### src/rtl/nvseq_pkg.sv
package nvseq_pkg;
  localparam int ADDR_W = 13;
  localparam int STEPS  = 6;
  localparam int STEP_W = $clog2(STEPS);

  typedef logic [ADDR_W-1:0] addr_t;
  typedef logic [STEP_W-1:0] step_t;
  typedef enum logic [1:0] {CMD_NONE = 2'd0, CMD_STORE = 2'd1, CMD_RECALL = 2'd2} cmd_e;

  // Address expected at a given step of the unlock pattern (steps 0..STEPS-2).
  function automatic addr_t key_addr(input int idx);
    case (idx)
      0:       return addr_t'(13'h0000);
      1:       return addr_t'(13'h1555);
      2:       return addr_t'(13'h0AAA);
      3:       return addr_t'(13'h1FFF);
      default: return addr_t'(13'h10F0);
    endcase
  endfunction

  // Decode of the closing address into a command.
  function automatic cmd_e final_cmd(input addr_t a);
    if (a == addr_t'(13'h0F0F)) return CMD_STORE;
    if (a == addr_t'(13'h0F0E)) return CMD_RECALL;
    return CMD_NONE;
  endfunction

  // Next step after a qualified read that did not finish the pattern.
  function automatic step_t advance(input step_t cur, input addr_t a);
    if (int'(cur) < STEPS - 1 && a == key_addr(int'(cur))) return cur + step_t'(1);
    if (a == key_addr(0)) return step_t'(1);
    return step_t'(0);
  endfunction
endpackage

### src/rtl/nvseq_edge.sv
module nvseq_edge (
  input  logic clk,
  input  logic rst_n,
  input  logic ce_n,
  input  logic we_n,
  output logic rd_strobe,
  output logic wr_seen
);
  logic ce_q;

  always_ff @(posedge clk or negedge rst_n) begin
    if (!rst_n) ce_q <= 1'b1;
    else        ce_q <= ce_n;
  end

  assign rd_strobe = ce_q && !ce_n && we_n;
  assign wr_seen   = !ce_n && !we_n;

  AST_STROBE_ONCE: assert property (@(posedge clk) disable iff (!rst_n)
    rd_strobe |=> !rd_strobe);
endmodule

### src/rtl/nvseq_match.sv
module nvseq_match
  import nvseq_pkg::*;
(
  input  logic  clk,
  input  logic  rst_n,
  input  logic  rd_strobe,
  input  logic  wr_seen,
  input  logic  hold,
  input  logic  nv_busy,
  input  addr_t addr,
  output cmd_e  hit
);
  step_t step;
  logic  last_step;
  cmd_e  dec;

  assign last_step = (int'(step) == STEPS - 1);
  assign dec       = final_cmd(addr);
  assign hit       = (rd_strobe && !hold && last_step) ? dec : CMD_NONE;

  always_ff @(posedge clk or negedge rst_n) begin
    if (!rst_n)                   step <= '0;
    else if (hold || wr_seen)     step <= '0;
    else if (rd_strobe) begin
      if (last_step && dec != CMD_NONE) step <= '0;
      else                              step <= advance(step, addr);
    end
  end

  AST_WRITE_ABORT: assert property (@(posedge clk) disable iff (!rst_n)
    wr_seen |=> (step == '0));
  AST_BUSY_CLEAR: assert property (@(posedge clk) disable iff (!rst_n)
    nv_busy |=> (step == '0));
  AST_STEP_RANGE: assert property (@(posedge clk) disable iff (!rst_n)
    int'(step) < STEPS);
endmodule

### src/rtl/nvseq_cmd.sv
module nvseq_cmd
  import nvseq_pkg::*;
(
  input  logic clk,
  input  logic rst_n,
  input  cmd_e hit,
  input  logic nv_done,
  output logic store_cmd,
  output logic recall_cmd,
  output logic io_inhibit
);
  always_ff @(posedge clk or negedge rst_n) begin
    if (!rst_n) begin
      store_cmd  <= 1'b0;
      recall_cmd <= 1'b0;
      io_inhibit <= 1'b0;
    end else begin
      store_cmd  <= 1'b0;
      recall_cmd <= 1'b0;
      if (io_inhibit) begin
        if (nv_done) io_inhibit <= 1'b0;
      end else if (hit != CMD_NONE) begin
        store_cmd  <= (hit == CMD_STORE);
        recall_cmd <= (hit == CMD_RECALL);
        io_inhibit <= 1'b1;
      end
    end
  end

  AST_CMD_EXCL: assert property (@(posedge clk) disable iff (!rst_n)
    !(store_cmd && recall_cmd));
  AST_STORE_PULSE: assert property (@(posedge clk) disable iff (!rst_n)
    store_cmd |=> !store_cmd);
  AST_RECALL_PULSE: assert property (@(posedge clk) disable iff (!rst_n)
    recall_cmd |=> !recall_cmd);
  AST_CMD_WITH_INHIBIT: assert property (@(posedge clk) disable iff (!rst_n)
    (store_cmd || recall_cmd) |-> io_inhibit);
  AST_NO_HIT_INHIBITED: assert property (@(posedge clk) disable iff (!rst_n)
    io_inhibit |-> (hit == CMD_NONE));
  AST_DONE_RELEASE: assert property (@(posedge clk) disable iff (!rst_n)
    (io_inhibit && nv_done) |=> !io_inhibit);
  AST_INHIBIT_CAUSE: assert property (@(posedge clk) disable iff (!rst_n)
    $rose(io_inhibit) |-> (store_cmd || recall_cmd));
endmodule

### src/rtl/nvseq_detect.sv
module nvseq_detect
  import nvseq_pkg::*;
(
  input  logic              clk,
  input  logic              rst_n,
  input  logic [ADDR_W-1:0] addr,
  input  logic              ce_n,
  input  logic              we_n,
  input  logic              oe_n,
  input  logic              nv_busy,
  input  logic              nv_done,
  output logic              store_cmd,
  output logic              recall_cmd,
  output logic              io_inhibit
);
  logic rd_strobe;
  logic wr_seen;
  logic hold;
  cmd_e hit;

  assign hold = nv_busy || io_inhibit;

  nvseq_edge u_edge (
    .clk(clk), .rst_n(rst_n), .ce_n(ce_n), .we_n(we_n),
    .rd_strobe(rd_strobe), .wr_seen(wr_seen)
  );

  nvseq_match u_match (
    .clk(clk), .rst_n(rst_n), .rd_strobe(rd_strobe), .wr_seen(wr_seen),
    .hold(hold), .nv_busy(nv_busy), .addr(addr), .hit(hit)
  );

  nvseq_cmd u_cmd (
    .clk(clk), .rst_n(rst_n), .hit(hit), .nv_done(nv_done),
    .store_cmd(store_cmd), .recall_cmd(recall_cmd), .io_inhibit(io_inhibit)
  );

  AST_OE_IGNORED: assert property (@(posedge clk) disable iff (!rst_n)
    (!ce_n && $past(ce_n) && oe_n && we_n) |-> rd_strobe);
endmodule

### config.mk
export PLATFORM = sky130hd
export DESIGN_NAME = nvseq_detect
export DESIGN_NICKNAME = d
export VERILOG_FILES = /design/src/rtl/nvseq_pkg.sv /design/src/rtl/nvseq_edge.sv /design/src/rtl/nvseq_match.sv /design/src/rtl/nvseq_cmd.sv /design/src/rtl/nvseq_detect.sv
export SDC_FILE = /design/constraint.sdc
export NUM_CORES = 1
export LEC_CHECK = 0
export BUFFER_PORTS_ARGS = -buffer_cell sky130_fd_sc_hd__buf_4
export CORE_AREA = 2 2 39 41
export DETAILED_ROUTE_END_ITERATION = 12
export DIE_AREA = 0 0 41 43
export MAX_ROUTING_LAYER = met4
export PLACE_DENSITY = 0.81
export SYNTH_ARGS = -nofsm -noshare
export SYNTH_HDL_FRONTEND = slang
export SYNTH_SLANG_ARGS = --single-unit
### constraint.sdc
create_clock -name clk -period 3.55 [get_ports clk]
set_input_delay 0.71 -clock clk [delete_from_list [all_inputs] [get_ports clk]]
set_output_delay 0.71 -clock clk [all_outputs]
set_load 0.05 [all_outputs]
==> impl_metrics.csv <==
group,metric,value,unit
grt,grt.overflow.total,0,
worst_hold_path,worstHoldPathType,"input port to asynchronous set/reset pin",
routing,route.detailed.drc,0,
routing,firstDrtPassIters,4,
logic_synthesis,synth.avg_cell_area,8.348,µm²
floorplanning,core,1384,µm²
placement,place_area,737.0,µm²
grt,grt_pass1_wl,2035,µm
placement,hpwl,1103,µm
routing,viasPerCell,5.361,
worst_setup_path,crit_fanout,6,
cells_and_area,final_cell_area,763.2,µm²
logic_synthesis,syn-num-nets,92,
clock_tree,cts_setup_buffers,0,
clock_tree,clock_latency,250,ps
clock_tree,cts_resized,0,
worst_setup_path,cp_cell_sequence,"ha_1 > ha_1 > nor3_1 > o21ai_0 > mux2_2 > and4_1 > a22o_1",
pwr,ir_drop,0.1638,mV
worst_setup_path,cp_slowest_stage_delay,420,ps
sta,fmax,515.8,MHz
sta,tightest_slew,354.2,ps
clock_tree,path_clk_slew,50,ps
sta,clock_skew,5.990,ps
routing,drt_wl_total,1263,µm
pwr,powerDensity,234.2,nW/µm²
sta,setup_ws,1611,ps
floorplanning,dieArea,1763,µm²
logic_synthesis,synth_cells,67,
logic_synthesis,synth.distinct_cells,29,
grt,grt_usage,17.21,%
worst_setup_path,crit_path_start_kind,"flop",
sta,finalHoldViolCount,0,
routing,drt_iter0_markers,8,
cells_and_area,nFillCells,126,
clock_tree,cts-root-buf,"clkbuf_4",
cells_and_area,n_antenna_cell,0,
floorplanning,die_w,41,µm
grt,grt_max_degree,9,
cells_and_area,drive_gt1_share,31.52,%
clock_tree,ctsHoldBuffers,0,
sta,fin_crit_sh,54.61,%
sta,fin_setup_tns,0,ps
sta,hold-worst-slack,262.3,ps
floorplanning,rows,14,
pwr,p_leak,0.3497,nW
floorplanning,start_util,40.42,%
routing,avgRoutedWirePerCell,11.69,µm
sta,relSlewSlack,76.20,%
logic_synthesis,synth_area_leaders,"dfrtp_1, ha_1, dfstp_2, inv_1, nor3_1",
cells_and_area,nets,118,
cells_and_area,syn_to_final_growth,36.47,%
sta,fin_crit,1939,ps
worst_setup_path,path_class,"flop to flop",
job,cap_violations,0,
sta,slew_violations,0,
worst_setup_path,arrival,2060,ps
logic_synthesis,synth-seq-cells,7,
routing,postRouteAntennaNets,0,
logic_synthesis,ys_seq_area_share,31.54,%
cells_and_area,ff_latch_area,176.4,µm²
placement,gp_congestion,0.7503,
sta,setup_viol,0,
worst_setup_path,cp_slowest_cell,"dfrtp_1",
floorplanning,num_io_pins,23,
logic_synthesis,ys_warn_count,0,
clock_tree,htreeDepth,1,
cells_and_area,final_common_cell,"buf_4",
cells_and_area,layout_common_cells,"buf_4, inv_1, dfrtp_1",
placement,pre_cts_slack,1427,ps
logic_synthesis,yosys.area.top_type,"dfrtp_1",
clock_tree,cts_tree,"done",
pwr,power,0.1788,mW
worst_setup_path,cpMostUsedCell,"ha_1",
clock_tree,cts_sinks,7,
sta,rsz0062_at_grt,"no",
run_status,run_status,"finished clean",
clock_tree,cts.path.max_buffers,2,
worst_setup_path,cp-end-kind,"flop",
routing,vias,579,
logic_synthesis,netlist_area,559.3,µm²
placement,port_buffers,21,
worst_setup_path,cp.required,3680,ps
cells_and_area,multiInputGateArea,356.6,µm²
floorplanning,die_h,43,µm
clock_tree,cts_inserted_buffers,3,
logic_synthesis,synth_top_area_share,26.85,%
grt,grt_pass1_vias,557,
grt,antenna_found_initial,0,
-- registers in the layout, summed over array words and instances, names as in the netlist --
signal and flops:
u_cmd.store_cmd 1, u_cmd.recall_cmd 1, u_cmd.io_inhibit 1, u_match.step 3, u_edge.ce_q 1
-- per-stage QoR --
| stage | cells | utilization [%] |
|---|---|---|
| global route | 108 | 55.15 |
| CTS | 108 | 55.15 |
| finish | 108 | 55.15 |
| floorplan | 67 | - |
| detailed placement | 104 | 53.25 |
| global placement | 104 | 53.25 |
-- power breakdown --
group / switching (mW) / internal (mW) / total, mW
registers: 0.000299 / 0.0810 / 0.0813
clock network: 0.0268 / 0.0427 / 0.0695
logic: 0.0115 / 0.0164 / 0.0279
-- synthesized netlist by cell type --
master,n
a21o_1,1
a21oi_1,2
a22o_1,2
a311oi_1,1
a41o_1,1
a41oi_1,1
and3_1,2
and4_1,1
dfrtp_1,6
dfstp_2,1
ha_1,5
inv_1,7
mux2_2,1
mux2i_1,1
nand2_1,5
nand2b_1,2
nand3_1,2
nand4_1,2
nor2_1,5
nor2b_1,1
nor3_1,5
nor4_1,2
o21a_1,1
o21ai_0,5
o21ai_2,1
o31ai_1,1
or2_2,1
or3_1,1
or4_4,1
-- final cells by class --
type,instances,area share (%)
Tap cell,16,2.623
Sequential cell,7,23.11
Multi-Input combinational cell,53,46.72
Clock buffer,4,3.443
Inverter,7,3.443
Timing Repair Buffer,21,20.66
-- worst max-delay path, delay by kind of cell (launching register included) --
family                   cells  cell delay [ps]
AO/OA/AOI/OAI                2              290
flip-flops                   1              420
adder cells (fa/ha/maj)      2              470
multiplexers                 1              300
AND/OR/NAND/NOR              2              350
-- metal layers --
metal | global-route usage (%) | part of all wire [%]
met5 | - | 0
met4 | 4.000 | 0
met3 | 4.712 | 3.2
met2 | 29.38 | 56
met1 | 18.79 | 41
-- kinds of logic after synthesis --
logic type,Yosys count,synth area share (%)
compound gates,16,19.91
fa+ha+maj,5,11.19
buf+inv,7,4.699
flops,7,31.54
mux,2,3.803
simple gates,30,28.86
-- worst paths after layout --
check	startpoint	endpoint	slack, ps	cells after the start
setup / recovery	u_match.step[0]$_DFFE_PN0P_	u_match.step[2]$_DFFE_PN0P_	1610	7
hold / removal	rst_n	u_cmd.store_cmd$_DFF_PN0_	260	1
setup reg to reg	u_match.step[0]$_DFFE_PN0P_	u_match.step[2]$_DFFE_PN0P_	1610	7
hold reg to reg	u_match.step[1]$_DFFE_PN0P_	u_match.step[1]$_DFFE_PN0P_	600	1
max in group asynchronous	rst_n	u_edge.ce_q$_DFF_PN1_	3080	1
min in group clk	ce_n	u_edge.ce_q$_DFF_PN1_	590	1
Note: power is estimated with default switching activity, not from simulation.
